$ cat src/rtl/bus_req_arbiter.sv
module bus_req_arbiter #(
  parameter int CNT_W = 4
) (
  input  logic clk,
  input  logic rst_n,
  input  logic req_pend,
  input  logic req_lock,
  input  logic req_lock_last,
  input  logic pa_new,
  input  logic pa_done,
  output logic breq_n,
  output logic prio_n,
  output logic issue,
  output logic lock_held,
  output logic prio_seen
);
  localparam logic [CNT_W-1:0] CNT_MAX = '1;
  localparam logic [CNT_W-1:0] CNT_ONE = CNT_W'(1);

  logic [CNT_W-1:0] cnt, cnt_nxt;
  logic prio_act, prio_s, lock_q, breq_q;

  wire inc = pa_new & ~pa_done & (cnt != CNT_MAX);
  wire dec = pa_done & ~pa_new & (cnt != '0);

  assign cnt_nxt = inc ? cnt + CNT_ONE : (dec ? cnt - CNT_ONE : cnt);

  always_ff @(posedge clk or negedge rst_n) begin
    if (!rst_n) begin
      cnt      <= '0;
      prio_act <= 1'b0;
    end else begin
      cnt      <= cnt_nxt;
      prio_act <= (cnt_nxt != '0) | (cnt != '0);
    end
  end

  assign issue = rst_n & req_pend & (~prio_s | lock_q);

  always_ff @(posedge clk or negedge rst_n) begin
    if (!rst_n) begin
      prio_s <= 1'b0;
      lock_q <= 1'b0;
      breq_q <= 1'b0;
    end else begin
      prio_s <= prio_act;
      breq_q <= req_pend;
      if (issue && req_lock)
        lock_q <= ~req_lock_last;
    end
  end

  assign breq_n    = ~breq_q;
  assign prio_n    = ~prio_act;
  assign lock_held = lock_q;
  assign prio_seen = prio_s;
endmodule

$ cat config.mk
export PLATFORM = sky130hd
export DESIGN_NAME = bus_req_arbiter
export DESIGN_NICKNAME = d
export VERILOG_FILES = /design/src/rtl/bus_req_arbiter.sv
export SDC_FILE = /design/constraint.sdc
export NUM_CORES = 1
export LEC_CHECK = 0
export BUFFER_PORTS_ARGS = -buffer_cell sky130_fd_sc_hd__buf_2
export CAP_MARGIN = 10
export CORE_UTILIZATION = 27
export DETAILED_ROUTE_END_ITERATION = 10
export GPL_ROUTABILITY_DRIVEN = 0
export SLEW_MARGIN = 20
export SYNTH_ARGS = -nofsm -noshare
export SYNTH_HDL_FRONTEND = slang
export SYNTH_SLANG_ARGS = --single-unit
$ cat constraint.sdc
create_clock -name clk -period 2 [get_ports clk]
set_clock_uncertainty 0.15 [all_clocks]
set_input_delay 0.2 -clock clk [delete_from_list [all_inputs] [get_ports clk]]
set_output_delay 0.2 -clock clk [all_outputs]
set_load 0.03 [all_outputs]
==> key figures <==
Pwr
  – Leakage: 0.289 nW
  – Overall Power: 0.786 mW
  – Peak supply drop: 0.534 mV
  – Power Density: 1260 mW/mm2

STA
  – Slew Viols, Final: 0
  – PnR worst setup slack: 0.182 ns
  – Setup TNS: 0 ns
  – Slew margin rel.: 0.824
  – Unrepaired setup endpoints after global routing: no
  – Final hold slack: 0.129 ns
  – Endpoints failing hold: 0
  – Final worst-path cycle share: 0.909
  – Max Fclk: 550 MHz
  – Worst-Margin Slew: 0.264 ns
  – Setup violators final: 0
  – Final min period: 1.82 ns

Placed design
  – Placed cell count: 76
  – Placement Setup Slack: 0.291 ns
  – Placed standard-cell area: 561 um2
  – Port Buffers: 11

Final layout
  – Final core utilization: 0.400
  – Final design area excluding fillers: 623 um2
  – Fin nets: 78
  – Ant diodes: 0
  – Post-Layout Cell Count: 83
  – Share of post-route cells with drive strength above 1: 0.299
  – # fillers: 151
  – Area growth, synth to finish: 32.4%

CTS
  – Root buf cell: clkbuf_4
  – CTS max path bufs: 2
  – Num Clock Sinks: 8
  – Worst-Skew Late Latency: 0.26 ns
  – Postcts setup bufs: 0
  – H-tree depth: 1
  – CTS tree: done
  – Register clock-pin slew on the reported worst setup and hold paths: 0.05 ns
  – Num CTS Buffers: 3

Logic synthesis
  – Post-Syn Area: 470 um2
  – Syn avg cell area: 10.0 um2
  – Yosys warnings: 0
  – Number of flops mapped to enable cells by yosys: 0
  – Ys flop type: dfrtp_1
  – Net count after synthesis: 56
  – Distinct cells, synth: 26
  – Post-synthesis async set-or-reset flop share: 1.00
  – Mapped Cells: 47
  – Register area share after synthesis: 0.426
  – FF+latch count, synth: 8

Setup path
  – Worst Path Required: 1.65 ns
  – CP endpoint kind: primary output
  – Worst Setup Start Kind: input port
  – Setup Crit Path Kind: input port to primary output
  – Critical path fanouts, max: 9
  – Worst EP arrival: 1.47 ns

Status
  – Failing checks: design-rule violations
  – Outcome: finished with violations

Floorplanning
  – Chip Width: 43.7 um
  – Chip height: 43.7 um
  – Starting Density: 0.302
  – I/O pin cnt: 12
  – Die area: 0.00191 mm2
  – Row Count: 14
  – Core ar.: 0.00156 mm2

Drt
  – First-pass DRT Iterations: 7
  – Final ANT Viol Nets: 0
  – Initial DRC count: 11
  – Vias: 412
  – Routed WL per cell: 11.9 um
  – Vias per inst: 4.96
  – Final Routed Wirelength: 991 um
  – DRC Markers: 2

GRT
  – Antenna violations before repair: 0
  – Largest net degree at the start of global routing: 10
  – Global Route Usage Sum: 0.114
  – Total grt overflow: 0
  – First-pass GRT wire length: 1540 um
  – Vias in the first global route: 377

Run
  – Max Cap Violations: 0

Min path
  – Hold Path Class: input port to flip-flop
[state kept, by name, summed over array words and instances (netlist names)]
signal / count
cnt: 4
prio_act: 1
prio_seen: 1
lock_held: 1
breq_q: 1
[critical path, cell delays in order]
cell	delay (ns)
dlygate4sd3_1	0.52
buf_2	0.22
nand2_1	0.08
a21oi_1	0.20
buf_2	0.24
[path summary, 6_finish.rpt]
check	from	to	slack, ns	cells past startpoint
worst min register to register	prio_act$_DFF_PN0_	prio_seen$_DFF_PN0_	0.24	0
worst min-delay path	pa_done	cnt[2]$_DFF_PN0_	0.13	2
min in group asynchronous	rst_n	cnt[3]$_DFF_PN0_	0.17	2
worst max-delay path	rst_n	issue	0.18	5
max in group asynchronous	rst_n	prio_seen$_DFF_PN0_	1.34	2
worst max register to register	cnt[0]$_DFF_PN0_	cnt[3]$_DFF_PN0_	0.28	6
[logic make-up (layout without fill, tap and decap cells)]
kind of cell               count (synthesis)  after routing  share of synthesized area
and+or+nand+nor                           19             19                      0.279
AOI/OAI and AO/OA                         10             10                      0.138
DFF                                        8              8                      0.426
buffers and inverters                      5             25                     0.0399
adders and majority gates                  2              2                     0.0532
muxes                                      2              2                     0.0452
xor gates and xnor gates                   1              1                     0.0186
[synth_stat cells (2+ instances only)]
cell / number / area (um2)
dfrtp_1: 8 / 200
inv_1: 5 / 18.8
nor2_1: 4 / 15.0
a21oi_1: 2 / 10.0
a31oi_1: 2 / 12.5
and4bb_2: 2 / 25.0
ha_1: 2 / 25.0
nand2_1: 2 / 7.51
nand3b_1: 2 / 15.0
nor2b_1: 2 / 12.5
[layout by cell type, fill, tap and decap left out, types with 2 or more instances in the layout]
cell | netlist | layout
nor2b_1 | 2 | 2
ha_1 | 2 | 2
nor2_1 | 4 | 4
dfrtp_1 | 8 | 8
clkbuf_4 | 0 | 3
a21oi_1 | 2 | 2
inv_1 | 5 | 5
and4bb_2 | 2 | 2
nand2_1 | 2 | 2
dlygate4sd3_1 | 0 | 4
buf_2 | 0 | 11
a31oi_1 | 2 | 2
nand3b_1 | 2 | 2
buf_4 | 0 | 2
[final cells by class]
type                       count  area, um2  area share
sequential                     8        200       0.321
timing repair buffer          17        110       0.177
clock buffer                   3       22.5      0.0361
multi-input combinational     34        251       0.404
tap                           16       20.0      0.0321
inverter                       5       18.8      0.0301
[routing by layer]
layer,vias to the layer above,part of all wire,track usage
li1,211,-,-
met1,183,0.43,0.111
met2,16,0.49,0.203
met3,2,0.073,0.0625
met4,0,0.010,0.0375
met5,-,0,0
[report_power, final]
group          leakage [nW]  total [mW]  internal, mW  switching (mW)
Sequential           0.0881       0.275         0.218          0.0570
Combinational         0.187       0.384         0.183           0.200
Clock                0.0138       0.127        0.0689          0.0584
[what timing repair did]
action	4_1_cts	5_1_grt
hold buffers	4	0
endpoints found under the hold margin	10	0
resized for setup	0	0
Note: power is estimated with default switching activity, not from simulation.
